**config.mk**
```make
export PLATFORM = sky130hd
export DESIGN_NAME = cal_retain_ctrl
export DESIGN_NICKNAME = d
export VERILOG_FILES = /design/src/rtl/cal_retain_pkg.sv /design/src/rtl/cal_access_port.sv /design/src/rtl/cal_restore_seq.sv /design/src/rtl/cal_retain_ctrl.sv
export SDC_FILE = /design/constraint.sdc
export NUM_CORES = 1
export LEC_CHECK = 0
export BUFFER_PORTS_ARGS = -buffer_cell sky130_fd_sc_hd__buf_2
export CAP_MARGIN = 20
export CORE_MARGIN = 3
export CORE_UTILIZATION = 56
export CTS_BUF_LIST = sky130_fd_sc_hd__clkbuf_4 sky130_fd_sc_hd__clkbuf_8
export DETAILED_ROUTE_END_ITERATION = 8
export PLACE_DENSITY = 0.73
export SETUP_SLACK_MARGIN = 0.3
export SLEW_MARGIN = 20
export SYNTH_ARGS = -nofsm -noshare
export SYNTH_HDL_FRONTEND = slang
export SYNTH_SLANG_ARGS = --single-unit
```
**constraint.sdc**
```tcl
create_clock -name clk -period 5.9 [get_ports clk]
set_clock_uncertainty 0.05 [all_clocks]
set_input_delay 0.59 -clock clk [delete_from_list [all_inputs] [get_ports clk]]
set_output_delay 0.59 -clock clk [all_outputs]
set_load 0.01 [all_outputs]
```
**src/rtl/cal_retain_pkg.sv**
```systemverilog
package cal_retain_pkg;
    localparam int DATA_W  = 32;
    localparam int LOW_PAD = 4;
    localparam int ENTRY_W = DATA_W - LOW_PAD;

    typedef enum logic {
        AC_IDLE,
        AC_BUSY
    } acc_state_e;

    typedef enum logic {
        RS_IDLE,
        RS_WALK
    } rs_state_e;
endpackage

```
**src/rtl/cal_access_port.sv**
```systemverilog
module cal_access_port
    import cal_retain_pkg::*;
#(
    parameter  int ENTRIES    = 6,
    parameter  int ACC_CYCLES = 4,
    localparam int IDX_W      = $clog2(ENTRIES),
    localparam int CNT_W      = $clog2(ACC_CYCLES) + 1
) (
    input  logic               clk,
    input  logic               rst_n,
    input  logic               en,
    input  logic               block,
    input  logic               cmd_we,
    input  logic               data_we,
    input  logic [DATA_W-1:0]  wdata,
    input  logic [IDX_W-1:0]   rs_idx,
    output logic               busy,
    output logic [DATA_W-1:0]  cmd_rd,
    output logic [DATA_W-1:0]  data_rd,
    output logic [ENTRY_W-1:0] rs_entry
);
    acc_state_e         st_q, st_d;
    logic [CNT_W-1:0]   cnt_q;
    logic [IDX_W-1:0]   addr_q;
    logic               wr_q;
    logic [ENTRY_W-1:0] data_q;
    logic [ENTRY_W-1:0] tbl_q [ENTRIES];

    logic cmd_ok, launch, finish, hit;

    assign cmd_ok = cmd_we && (st_q == AC_IDLE) && !block;
    assign launch = cmd_ok && en && wdata[0];
    assign finish = (st_q == AC_BUSY) && (cnt_q == CNT_W'(ACC_CYCLES - 1));
    assign hit    = int'(addr_q) < ENTRIES;

    always_comb begin
        st_d = st_q;
        unique case (st_q)
            AC_IDLE: if (launch) st_d = AC_BUSY;
            AC_BUSY: if (finish) st_d = AC_IDLE;
            default: st_d = AC_IDLE;
        endcase
    end

    always_ff @(posedge clk or negedge rst_n) begin
        if (!rst_n) st_q <= AC_IDLE;
        else        st_q <= st_d;
    end

    always_ff @(posedge clk or negedge rst_n) begin
        if (!rst_n) begin
            cnt_q  <= '0;
            addr_q <= '0;
            wr_q   <= 1'b0;
            data_q <= '0;
            for (int i = 0; i < ENTRIES; i++) tbl_q[i] <= '0;
        end else begin
            if (cmd_ok) begin
                addr_q <= wdata[IDX_W+1:2];
                wr_q   <= wdata[1];
            end
            if (data_we && st_q == AC_IDLE) data_q <= wdata[DATA_W-1:LOW_PAD];
            cnt_q <= (st_q == AC_BUSY) ? cnt_q + 1'b1 : '0;
            if (finish) begin
                if (wr_q) begin
                    if (hit) tbl_q[addr_q] <= data_q;
                end else begin
                    data_q <= hit ? tbl_q[addr_q] : '0;
                end
            end
        end
    end

    assign busy     = (st_q == AC_BUSY);
    assign cmd_rd   = {{(DATA_W-IDX_W-2){1'b0}}, addr_q, wr_q, busy};
    assign data_rd  = {data_q, {LOW_PAD{1'b0}}};
    assign rs_entry = (int'(rs_idx) < ENTRIES) ? tbl_q[rs_idx] : '0;


    cmd_hold_chk: assert property (@(posedge clk) disable iff (!rst_n)
        (busy && $past(busy)) |-> ($stable(addr_q) && $stable(wr_q)));
endmodule

```
**src/rtl/cal_restore_seq.sv**
```systemverilog
module cal_restore_seq
    import cal_retain_pkg::*;
#(
    parameter  int NUM_CHAINS = 3,
    parameter  int ENTRIES    = 6,
    localparam int IDX_W      = $clog2(ENTRIES),
    localparam int CH_W       = (NUM_CHAINS > 1) ? $clog2(NUM_CHAINS) : 1
) (
    input  logic               clk,
    input  logic               rst_n,
    input  logic               go,
    input  logic [ENTRIES-1:0] mask,
    output logic               busy,
    output logic               slot_hit,
    output logic [CH_W-1:0]    slot_ch,
    output logic [IDX_W-1:0]   slot_idx
);
    rs_state_e        st_q, st_d;
    logic [CH_W-1:0]  ch_q;
    logic [IDX_W-1:0] idx_q;
    logic             last_idx, last_ch;

    assign last_idx = (idx_q == IDX_W'(ENTRIES - 1));
    assign last_ch  = (ch_q == CH_W'(NUM_CHAINS - 1));

    always_comb begin
        st_d = st_q;
        unique case (st_q)
            RS_IDLE: if (go) st_d = RS_WALK;
            RS_WALK: if (last_idx && last_ch) st_d = RS_IDLE;
            default: st_d = RS_IDLE;
        endcase
    end

    always_ff @(posedge clk or negedge rst_n) begin
        if (!rst_n) st_q <= RS_IDLE;
        else        st_q <= st_d;
    end

    always_ff @(posedge clk or negedge rst_n) begin
        if (!rst_n) begin
            ch_q  <= '0;
            idx_q <= '0;
        end else if (st_q == RS_IDLE) begin
            ch_q  <= '0;
            idx_q <= '0;
        end else if (last_idx) begin
            idx_q <= '0;
            ch_q  <= last_ch ? '0 : ch_q + 1'b1;
        end else begin
            idx_q <= idx_q + 1'b1;
        end
    end

    assign busy     = (st_q == RS_WALK);
    assign slot_hit = busy && !mask[idx_q];
    assign slot_ch  = ch_q;
    assign slot_idx = idx_q;


    walk_range_chk: assert property (@(posedge clk) disable iff (!rst_n)
        busy |-> (int'(idx_q) < ENTRIES && int'(ch_q) < NUM_CHAINS));


    walk_origin_chk: assert property (@(posedge clk) disable iff (!rst_n)
        $rose(busy) |-> (idx_q == '0 && ch_q == '0));
endmodule

```
**src/rtl/cal_retain_ctrl.sv**
```systemverilog
module cal_retain_ctrl
    import cal_retain_pkg::*;
#(
    parameter  int NUM_CHAINS = 3,
    parameter  int ENTRIES    = 6,
    parameter  int ACC_CYCLES = 4,
    localparam int IDX_W      = $clog2(ENTRIES),
    localparam int CH_W       = (NUM_CHAINS > 1) ? $clog2(NUM_CHAINS) : 1,
    localparam int ADDR_W     = $clog2(1 + 2 * NUM_CHAINS)
) (
    input  logic               clk,
    input  logic               rst_n,
    input  logic               bus_we,
    input  logic [ADDR_W-1:0]  bus_addr,
    input  logic [DATA_W-1:0]  bus_wdata,
    output logic [DATA_W-1:0]  bus_rdata,
    output logic               rad_valid,
    output logic [CH_W-1:0]    rad_chain,
    output logic [IDX_W-1:0]   rad_index,
    output logic [ENTRY_W-1:0] rad_data
);
    localparam int FORCE_BIT = ENTRIES + 1;

    logic               ctl_en;
    logic [ENTRIES-1:0] ctl_mask;
    logic               rs_busy, ctrl_we, force_go;
    logic [NUM_CHAINS-1:0] acc_busy;
    logic [DATA_W-1:0]  cmd_rd_all  [NUM_CHAINS];
    logic [DATA_W-1:0]  data_rd_all [NUM_CHAINS];
    logic [ENTRY_W-1:0] ent_all     [NUM_CHAINS];

    assign ctrl_we  = bus_we && (bus_addr == '0) && !rs_busy;
    assign force_go = ctrl_we && bus_wdata[FORCE_BIT] && bus_wdata[0]
                      && ctl_en && (acc_busy == '0);

    always_ff @(posedge clk or negedge rst_n) begin
        if (!rst_n) begin
            ctl_en   <= 1'b0;
            ctl_mask <= '0;
        end else if (ctrl_we) begin
            ctl_en   <= bus_wdata[0];
            ctl_mask <= bus_wdata[ENTRIES:1];
        end
    end

    for (genvar c = 0; c < NUM_CHAINS; c++) begin : g_chain
        logic cmd_we_c, data_we_c;
        assign cmd_we_c  = bus_we && (bus_addr == ADDR_W'(2 * c + 1));
        assign data_we_c = bus_we && (bus_addr == ADDR_W'(2 * c + 2));

        cal_access_port #(
            .ENTRIES    (ENTRIES),
            .ACC_CYCLES (ACC_CYCLES)
        ) u_port (
            .clk      (clk),
            .rst_n    (rst_n),
            .en       (ctl_en),
            .block    (rs_busy),
            .cmd_we   (cmd_we_c),
            .data_we  (data_we_c),
            .wdata    (bus_wdata),
            .rs_idx   (rad_index),
            .busy     (acc_busy[c]),
            .cmd_rd   (cmd_rd_all[c]),
            .data_rd  (data_rd_all[c]),
            .rs_entry (ent_all[c])
        );


        acc_needs_en_chk: assert property (@(posedge clk) disable iff (!rst_n)
            $rose(acc_busy[c]) |-> $past(ctl_en));
    end

    cal_restore_seq #(
        .NUM_CHAINS (NUM_CHAINS),
        .ENTRIES    (ENTRIES)
    ) u_seq (
        .clk      (clk),
        .rst_n    (rst_n),
        .go       (force_go),
        .mask     (ctl_mask),
        .busy     (rs_busy),
        .slot_hit (rad_valid),
        .slot_ch  (rad_chain),
        .slot_idx (rad_index)
    );

    assign rad_data = ent_all[rad_chain];

    always_comb begin
        bus_rdata = '0;
        if (bus_addr == '0)
            bus_rdata = {{(DATA_W-ENTRIES-2){1'b0}}, rs_busy, ctl_mask, ctl_en};
        for (int c = 0; c < NUM_CHAINS; c++) begin
            if (bus_addr == ADDR_W'(2 * c + 1)) bus_rdata = cmd_rd_all[c];
            if (bus_addr == ADDR_W'(2 * c + 2)) bus_rdata = data_rd_all[c];
        end
    end


    no_overlap_chk: assert property (@(posedge clk) disable iff (!rst_n)
        !(rs_busy && (acc_busy != '0)));


    mask_frozen_chk: assert property (@(posedge clk) disable iff (!rst_n)
        (rs_busy && $past(rs_busy)) |-> ($stable(ctl_mask) && $stable(ctl_en)));


    walk_needs_en_chk: assert property (@(posedge clk) disable iff (!rst_n)
        $rose(rs_busy) |-> $past(ctl_en));
endmodule

```
# After elaboration in Yosys (flattened, before gate mapping)
# Cells that the tools add are included.
# totals
reg_bits	625
inputBits	38
word_cells	193
# op_classes
add_sub_neg	5
magnitude_cmp	13
n_eq_ne	12
mux	74
bitwise_logic	9
reduce_logical	42
# op_table
op	count
$mux 28	32
$bmux 28 s3	6
$bwmux 168	3
$demux 28 s3	3
$mux 32	6
$bmux 28 s2	1
$logic_and 1x1->1	35
$ge 4x4->1 const B	4
$not 3->4	4
$eq 3x2->1 const B	5
$mux 3	5
$add 3x1->3 const B	4
$eq 3x3->1 const B	4
$lt 3x3->1 const B	4
$lt 4x1->1 const B	3
$mux 1	9
$reduce_and 3->1	3
$mux 8	1
$pmux 1 s2	4
$logic_not 3->1	2
$mux 2	3
$lt 3x4->1 const B	1
$not 1->1	4
$bmux 1 s3	1
7 further kinds	8

# Depth between registers and ports, before layout
# Gate-level depths: netlist of run 1.
# depth
word_depth	9
mapped_depth	9

# Cells and area by module
# Synthesis of run 1 repeated with hierarchy kept, for this count alone.
# hier_totals
hier_cells	3067
area_unflattened_um2	36179.7
# by_module_without_submodules
mod	n_inst	cells_per_inst	area_per_inst_um2	seq_area_each_um2
cal_access_port at g_chain[1].u_port ...	2	889	11069.4	5104.9
cal_access_port at g_chain[0].u_port	1	894	11013.1	5104.9
cal_retain_ctrl	1	366	2691.3	175.2
cal_restore_seq	1	29	336.6	150.1

# Worst setup path before layout of run 1
# Ideal clock, no wire load.
# synth_path
path_kind	register to output
startpoint	register u_seq.idx_q[2] (netlist: u_seq.slot_idx[2])
endpoint	output rad_data[3]
arrival_time_ns	1.888
required_ns	5.260
slack_ns	3.372
path_stages_with_launch	8
path_buffers	4
cell_sequence	dfrtp_1 buf_2 buf_2 buf_2 buf_2 mux4_2 a22oi_1 o31ai_1
# synth_via
elab_chain_cells	8
# synth_rtl
element	line	text
start: declaration	cal_restore_seq.sv:20	logic [IDX_W-1:0] idx_q;
start signal: assignment	cal_restore_seq.sv:51	idx_q <= idx_q + 1'b1;
$not 3->4 (not written as such)	cal_access_port.sv:77	assign rs_entry = (int'(rs_idx) < ENTRIES) ? tbl_q[rs_idx] : '0;
$bmux 28 s3	cal_access_port.sv:77	
$mux 28 (not written as such) (2 in a row)	cal_access_port.sv:77	
$mux 28	cal_access_port.sv:77	
$bmux 28 s2 *	cal_retain_ctrl.sv:88	assign rad_data = ent_all[rad_chain];
$mux 28 (not written as such) * (2 in a row)	cal_retain_ctrl.sv:88	
end: declaration	cal_retain_ctrl.sv:20	output logic [ENTRY_W-1:0] rad_data
# Every way passes the cells marked *; elsewhere a longest branch is shown, timed or not. The select of a mux whose other input is x is not followed.

# Final worst setup path of run 1
# layout_path
startpoint	register u_seq.idx_q[2] (netlist: u_seq.slot_idx[2])
endpoint	output rad_data[10]
# Same word-level chain as after synthesis.

==> results of run 1 <==
==> path summary, 6_finish.rpt <==
path / endpoint / slack (ns)
min in group asynchronous: g_chain[1].u_port.tbl_q[106] / 0.40
setup / recovery: rad_data[10] / 1.48
max in group asynchronous: u_seq.slot_idx[2] / 3.89
hold reg to reg: g_chain[0].u_port.cnt_q[0] / 0.38
setup reg to reg: g_chain[2].u_port.tbl_q[79] / 2.36
hold / removal: g_chain[1].u_port.data_q[22] / 0.13
==> worst reg2reg max path, delay by kind of cell, from the launching register on <==
kind          cells  cell delay, ns
mux               1            0.40
buf+inv           3            1.16
simple gates      2            0.96
flops             1            0.83
==> cell usage after synthesis (all sizes together) (13+ instances only) <==
master     n  area (sq um)
mux2     598          6810
inv       31           116
a31oi     26           163
nor3      32           204
a221oi    24           210
o2bb2ai   27           236
a22oi     86           646
nor2     115           444
nand2     56           210
o22ai     53           332
nand3     13          70.1
a21oi     59           295
buf      126           676
clkbuf    88           330
nor2b     44           275
o21ai    115           576
a21o      38           285
a221o     31           310
dfrtp    625         15600
mux2i    228          2280
mux4      85          1910
a211oi    24           180
==> cell type report <==
class | count | area, sq um | share of cell area (%)
Clock inverter | 13 | 126 | 0.343
Antenna cell | 4 | 10.0 | 0.0272
Sequential cell | 625 | 15700 | 42.5
Clock buffer | 173 | 2150 | 5.83
Inverter | 32 | 120 | 0.326
Timing Repair Buffer | 170 | 1110 | 3.02
Multi-Input combinational cell | 1797 | 16700 | 45.4
Tap cell | 765 | 957 | 2.60
==> report_power, final <==
group / leakage (uW) / internal [uW] / total (uW) / switching [uW]
Sequential: 0.00851 / 4520 / 5150 / 635
Combinational: 0.00708 / 664 / 1980 / 1320
Clock: 0.00121 / 2370 / 4180 / 1810
==> routing by layer <==
metal | share of wire [%] | up-vias
met2 | 43 | 1743
met5 | 0 | -
met3 | 11 | 472
met4 | 9.0 | 0
li1 | - | 10300
met1 | 37 | 13100
==> state kept, by name, indices dropped and copies added, names as in the netlist, 2 cells and up <==
signal                 count
g_chain.u_port.tbl_q     504
g_chain.u_port.cnt_q       9
g_chain.u_port.busy        3
g_chain.u_port.addr_q      9
g_chain.u_port.data_q     84
g_chain.u_port.wr_q        3
u_seq.slot_ch              2
u_seq.slot_idx             3
ctl_mask                   6
==> metrics by stage <==
stage / cell area, sq um / worst slack [ns] / total power, uW
6_report: 36800 / 1.48 / 11300
2_1_floorplan: 33400 / 3.37 / 6120
5_1_grt: 36800 / 1.49 / 11600
3_3_place_gp: 34500 / 2.47 / 7040
4_1_cts: 36800 / 1.67 / 11200
3_5_place_dp: 34500 / 2.47 / 7100
==> kinds of logic (layout without fill, tap and decap cells) <==
kind of cell             count (synthesis)  in the layout  synth area share [%]
other                                    0              4                     0
AND/OR/NAND/NOR                        323            323                  5.03
multiplexers                           911            911                  33.0
AO/OA/AOI/OAI                          557            557                  11.6
adder cells (fa/ha/maj)                  6              6                 0.225
flip-flops                             625            625                  46.8
buffers and inverters                  246            388                  3.37
==> impl_metrics.csv, run 1 <==
group,metric,value,unit
critical_path,critical_path_class,"reg2out",
grt,busiest_layer,"met2",
critical_path,cpLargestDelayFamily,"compound AO/OA/AOI/OAI gates",
timing,worstMarginPinSlew,1.19,ns
final_layout,final_common_cell,"dfrtp_1",
hold_path,hp-class,"in2reg",
die,die_h,250,um
yosys,synth.distinct_cells,65,
yosys,synthFlopType,"dfrtp_1",
power,ir_drop,0.000285,V
grt,grt_usage,36.3,%
die,row_count,88,
outcome,outcome,"finished, final reports clean",
yosys,syn_inst,2668,
critical_path,cp_max_fo,127,
cts,cts.sinks,625,
final_layout,fillCellCount,4397,
power,cellLeakagePower,0.0168,uW
yosys,synth-seq-cells,625,
final_layout,num-nets-final,2772,
critical_path,crit_buf_inv,3,
timing,fmax,226,MHz
grt,grtUsageMet3,8.92,%
timing,slew_headroom,20.7,%
cts,postCtsSetupRepairBufs,0,
cts,path_clk_slew,0.06,ns
placed_design,portBuffers,103,
yosys,syn-num-nets,2712,
critical_path,r2r_start,"g_chain[2].u_port.addr_q[1]",
critical_path,cp_cell_sequence,"buf_12 > nor2b_4 > buf_4 > o2bb2ai_1 > o21ai_0 > o32ai_1 > buf_2",
drt,ant_nets,0,
timing,period_needed,4.42,ns
grt,grt-ovfl-total,0,
drt,drtIter0Drc,3279,
die,initial_core_util,57.2,%
timing,tns,0,ns
flow_run,drv_cap,0,
placed_design,dp.cells,3386,
critical_path,slowest_stage,"o21ai_0",
drt,vias,25600,
yosys,post_synth.cell_area_avg,12.5,sq um
critical_path,r2r_cells,6,
drt,drc,0,
grt,grt_use_met1,47.1,%
yosys,synthArstFlopShare,100,%
critical_path,crit_arrival,3.78,ns
timing,setup_violations,0,
critical_path,cp-end-kind,"primary output",
cts,cts_buffers,102,
grt,grt.met2_usage,53.0,%
critical_path,path_depth,7,
placed_design,dp_hpwl,73600,um
critical_path,cp_data_required_time,5.26,ns
hold_path,min-delay-start,"bus_wdata[26]",
yosys,synth_edf_count,0,
die,fp.dieW,250,um
drt,first_pass_iters,8,
die,io_pins,104,
grt,grt_pass1_vias,25600,
timing,drv_slew,0,
yosys,syn_area,33400,sq um
final_layout,post-route-util,63.1,%
power,cellPowerDensity,307,nW/um^2
yosys,ys_seq_area_share,46.8,%
critical_path,crit_path_max_incr_delay,0.85,ns
final_layout,drive_gt1_share,38.3,%
placed_design,gp_congestion,0.978,
drt,wl_per_cell,32.2,um
drt,drt_wl_total,115000,um
cts,cts_max_path_buffers,3,
timing,grt_setup_unrepaired,"no",
die,coreArea,58400,sq um
final_layout,final_cell_mix,"615 x dfrtp_1, 569 x mux2_2, 228 x mux2i_1, 136 x clkbuf_8, 115 x o21ai_0",
final_layout,syn_to_final_growth,10.3,%
grt,grt_first_pass_wirelength,170000,um
critical_path,startpoint,"u_seq.slot_idx[2]",
yosys,synth_warnings,0,
cts,cts_tree,"built",
cts,htreeDepth,3,
timing,timing.hold.ws,0.130,ns
final_layout,fin_cells,3579,
cts,cts_hold_buf,1,
cts,ctsResizeCount,0,
grt,antenna_found_initial,3,
timing,period_share,74.9,%
drt,vias_per_cell,7.15,
die,dieArea,62600,sq um
timing,hold_violations,0,
cts,clk_latency,0.74,ns
cts,root_buffer,"clkbuf_8",
grt,grt_max_degree,171,
critical_path,critPathLaunchType,"flip-flop",
hold_path,hold_depth,3,
Note: power is estimated with default switching activity, not from simulation.
==> inputs of run 2 (changes only) <==
ABC_AREA = 1   (was not set)
PLACE_DENSITY = 0.76   (was 0.73)
clock period = 3.7 ns   (was 5.9 ns; I/O delays follow)
==> run 2 against run 1 <==
Flip-flop and latch count is the same. Global-route usage grew 2.9 points. Core utilization grew 0.70 points. Clock power grew 61%. Total power grew 54%. Design area grew 3.4%. Synthesized cell count grew 81%. Highest routed layer is now met5.
==> impl_metrics.csv, run 2 <==
group,metric,value,unit
outcome,outcome,"finished, final reports clean",
yosys,synthFlopType,"dfrtp_1",
yosys,syn_inst,4830,
yosys,synth_edf_count,0,
yosys,post_synth.cell_area_avg,7.08,sq um
cts,cts_tree,"built",
die,fp.dieW,253,um
critical_path,cpLargestDelayFamily,"simple AND/OR/NAND/NOR gates",
final_layout,drive_gt1_share,10.1,%
final_layout,post-route-util,63.8,%
cts,clk_latency,0.73,ns
critical_path,cp_max_fo,18,
timing,fmax,297,MHz
final_layout,final_common_cell,"nand2_1",
timing,setup_violations,0,
yosys,syn_area,34200,sq um
final_layout,regMostFlops,"g_chain.u_port.tbl_q",
critical_path,cp-end-kind,"primary output",
cts,cts_buffers,107,
yosys,synth-seq-cells,625,
cts,cts_max_path_buffers,3,
critical_path,cp_cell_sequence,"inv_2 > nor2_4 > buf_12 > buf_4 > a21oi_1 > nand3_1 > nand3_1 > nand3_1 > buf_2",
flow_run,drv_cap,0,
timing,grt_setup_unrepaired,"no",
grt,grt_pass1_vias,31700,
drt,ant_nets,0,
drt,drtIter0Drc,4134,
die,dieArea,64100,sq um
final_layout,syn_to_final_growth,11.4,%
critical_path,crit_path_max_incr_delay,0.62,ns
power,ir_drop,0.000491,V
yosys,synth_top_area_share,45.7,%
timing,tns,0,ns
critical_path,crit_path_frequent_cell,"nand3_1",
grt,grt_max_degree,154,
power,cellPowerDensity,457,nW/um^2
yosys,synthArstFlopShare,100,%
grt,grt_usage,39.2,%
critical_path,critPathLaunchType,"flip-flop",
final_layout,num-nets-final,4892,
placed_design,dp_hpwl,79000,um
drt,vias,34400,
die,die_h,253,um
die,coreArea,59700,sq um
grt,antenna_found_initial,4,
timing,hold_violations,0,
placed_design,portBuffers,103,
timing,period_share,91.1,%
yosys,netlist_top_cells_area,"dfrtp_1 46%, nand2_1 19%, o21ai_0 10%, inv_1 5.2%, a21oi_1 3.6%",
critical_path,crit_arrival,2.95,ns
drt,drc,0,
critical_path,cp_data_required_time,3.28,ns
cts,htreeDepth,3,
power,cellLeakagePower,0.0181,uW
drt,drt_wl_total,126000,um
yosys,ys_seq_area_share,45.7,%
final_layout,reg.largest.list,"g_chain.u_port.tbl_q: 504 flops, g_chain.u_port.data_q: 84 flops",
critical_path,critical_path_class,"reg2out",
yosys,post-synth-top-count-cell,"nand2_1",
die,initial_core_util,57.3,%
critical_path,crit_buf_inv,4,
die,row_count,89,
drt,wl_per_cell,22.2,um
timing,worstMarginPinSlew,0.899,ns
cts,path_clk_slew,0.06,ns
placed_design,gp_congestion,0.969,
yosys,synth_warnings,0,
critical_path,slowest_stage,"dfrtp_4",
die,io_pins,104,
final_layout,final_cell_mix,"1769 x nand2_1, 694 x o21ai_0, 619 x dfrtp_1, 468 x inv_1, 249 x a21oi_1",
cts,cts.sinks,625,
timing,drv_slew,0,
yosys,synth.distinct_cells,32,
final_layout,largest_reg_flops,504,
drt,first_pass_iters,6,
grt,grt-ovfl-total,0,
yosys,synth_top_area_cell,"dfrtp_1",
cts,root_buffer,"clkbuf_8",
grt,grt_first_pass_wirelength,190000,um
yosys,syn-num-nets,4874,
timing,period_needed,3.37,ns
drt,vias_per_cell,6.03,
hold_path,hp-class,"in2reg",
final_layout,fillCellCount,5294,
yosys,synth.top_cells.by_count,"1775 x nand2_1, 694 x o21ai_0, 625 x dfrtp_1",
timing,slew_headroom,40.0,%
-- run 2: changes by cell type in the layout (fill, tap and decap cells not counted), sizes merged, moves of 75 or more --
cell    delta
inv      +452
nor2      +75
mux2     -598
a22oi     -85
nand3    +176
o211ai   +159
mux4      -85
mux2i    -228
a21oi    +193
nand2   +1719
o21ai    +627
-- run 2: cell families (layout without fill, tap and decap cells) --
logic type	count (synthesis)	in the layout	synth area share [%]
other	0	5	0
AOI/OAI and AO/OA	1187	1187	19.0
DFF	625	625	45.7
adders and majority gates	6	6	0.219
and+or+nand+nor	2197	2197	25.3
buffers and inverters	815	915	9.74
-- run 2: path summary, 6_finish.rpt --
kind | start | end | slack (ns) | cells past startpoint
setup / recovery | u_seq.slot_idx[1] | rad_data[10] | 0.33 | 9
hold / removal | bus_wdata[23] | g_chain[0].u_port.data_q[19] | 0.05 | 3
setup reg to reg | g_chain[1].u_port.addr_q[1] | g_chain[1].u_port.tbl_q[125] | 1.03 | 6
hold reg to reg | g_chain[1].u_port.cnt_q[0] | g_chain[1].u_port.cnt_q[0] | 0.38 | 1
max in group asynchronous | rst_n | g_chain[2].u_port.tbl_q[69] | 2.20 | 4
min in group asynchronous | rst_n | g_chain[0].u_port.data_q[9] | 0.16 | 2
-- run 2: final cells by class --
type	instances	area, sq um	share of cell area [%]
Multi-Input combinational cell	3390	15400	40.4
Timing Repair Buffer	239	1960	5.15
Sequential cell	625	15700	41.1
Tap cell	773	967	2.54
Inverter	485	1830	4.81
Antenna cell	5	12.5	0.0328
Clock buffer	181	2220	5.82
Clock inverter	10	77.6	0.204
-- run 2: timing repair --
action | in CTS | in global routing
cloned | 0 | 1
hold buffers | 23 | 0
buffers inserted | 3 | 5
hold endpoints to repair | 93 | 0
gates resized for setup | 2 | 10
endpoints found under the setup margin | 20 | 25
pin swaps | 1 | 1
-- run 2: power breakdown --
group | total (uW) | internal (uW) | leakage [uW] | switching [uW]
registers | 7700 | 7130 | 0.00845 | 570
clock network | 6730 | 3800 | 0.00123 | 2930
logic | 2980 | 689 | 0.00841 | 2290
-- run 2: through the flow --
| stage | power, uW | setup slack, ns | hold WS, ns | std cells | cell area, sq um |
|---|---|---|---|---|---|
| 6_report | 17400 | 0.330 | 0.0465 | 5708 | 38100 |
| 5_1_grt | 17900 | 0.324 | 0.0291 | 5708 | 38100 |
| 4_1_cts | 17200 | 0.255 | 0.0129 | 5697 | 38000 |
| 3_5_place_dp | 10600 | 0.893 | 0.310 | 5480 | 35400 |
| 3_3_place_gp | 10500 | 0.918 | 0.305 | 5480 | 35400 |
| 2_1_floorplan | 9180 | 1.83 | 0.0244 | 4830 | 34200 |
-- run 2: layer usage --
| layer | vias up | routed length, um | GRT usage (%) |
|---|---|---|---|
| li1 | 15500 | - | - |
| met1 | 15800 | 45900 | 51.1 |
| met2 | 2407 | 52600 | 57.5 |
| met3 | 603 | 17100 | 9.79 |
| met4 | 4 | 10900 | 27.5 |
| met5 | - | 21 | 0 |
-- run 2: worst reg2reg max path: cells and delay by family, from the launching register on --
family	cells	cell delay, ns
AO/OA/AOI/OAI	1	0.09
AND/OR/NAND/NOR	3	0.96
buffers and inverters	2	0.79
flip-flops	1	0.66
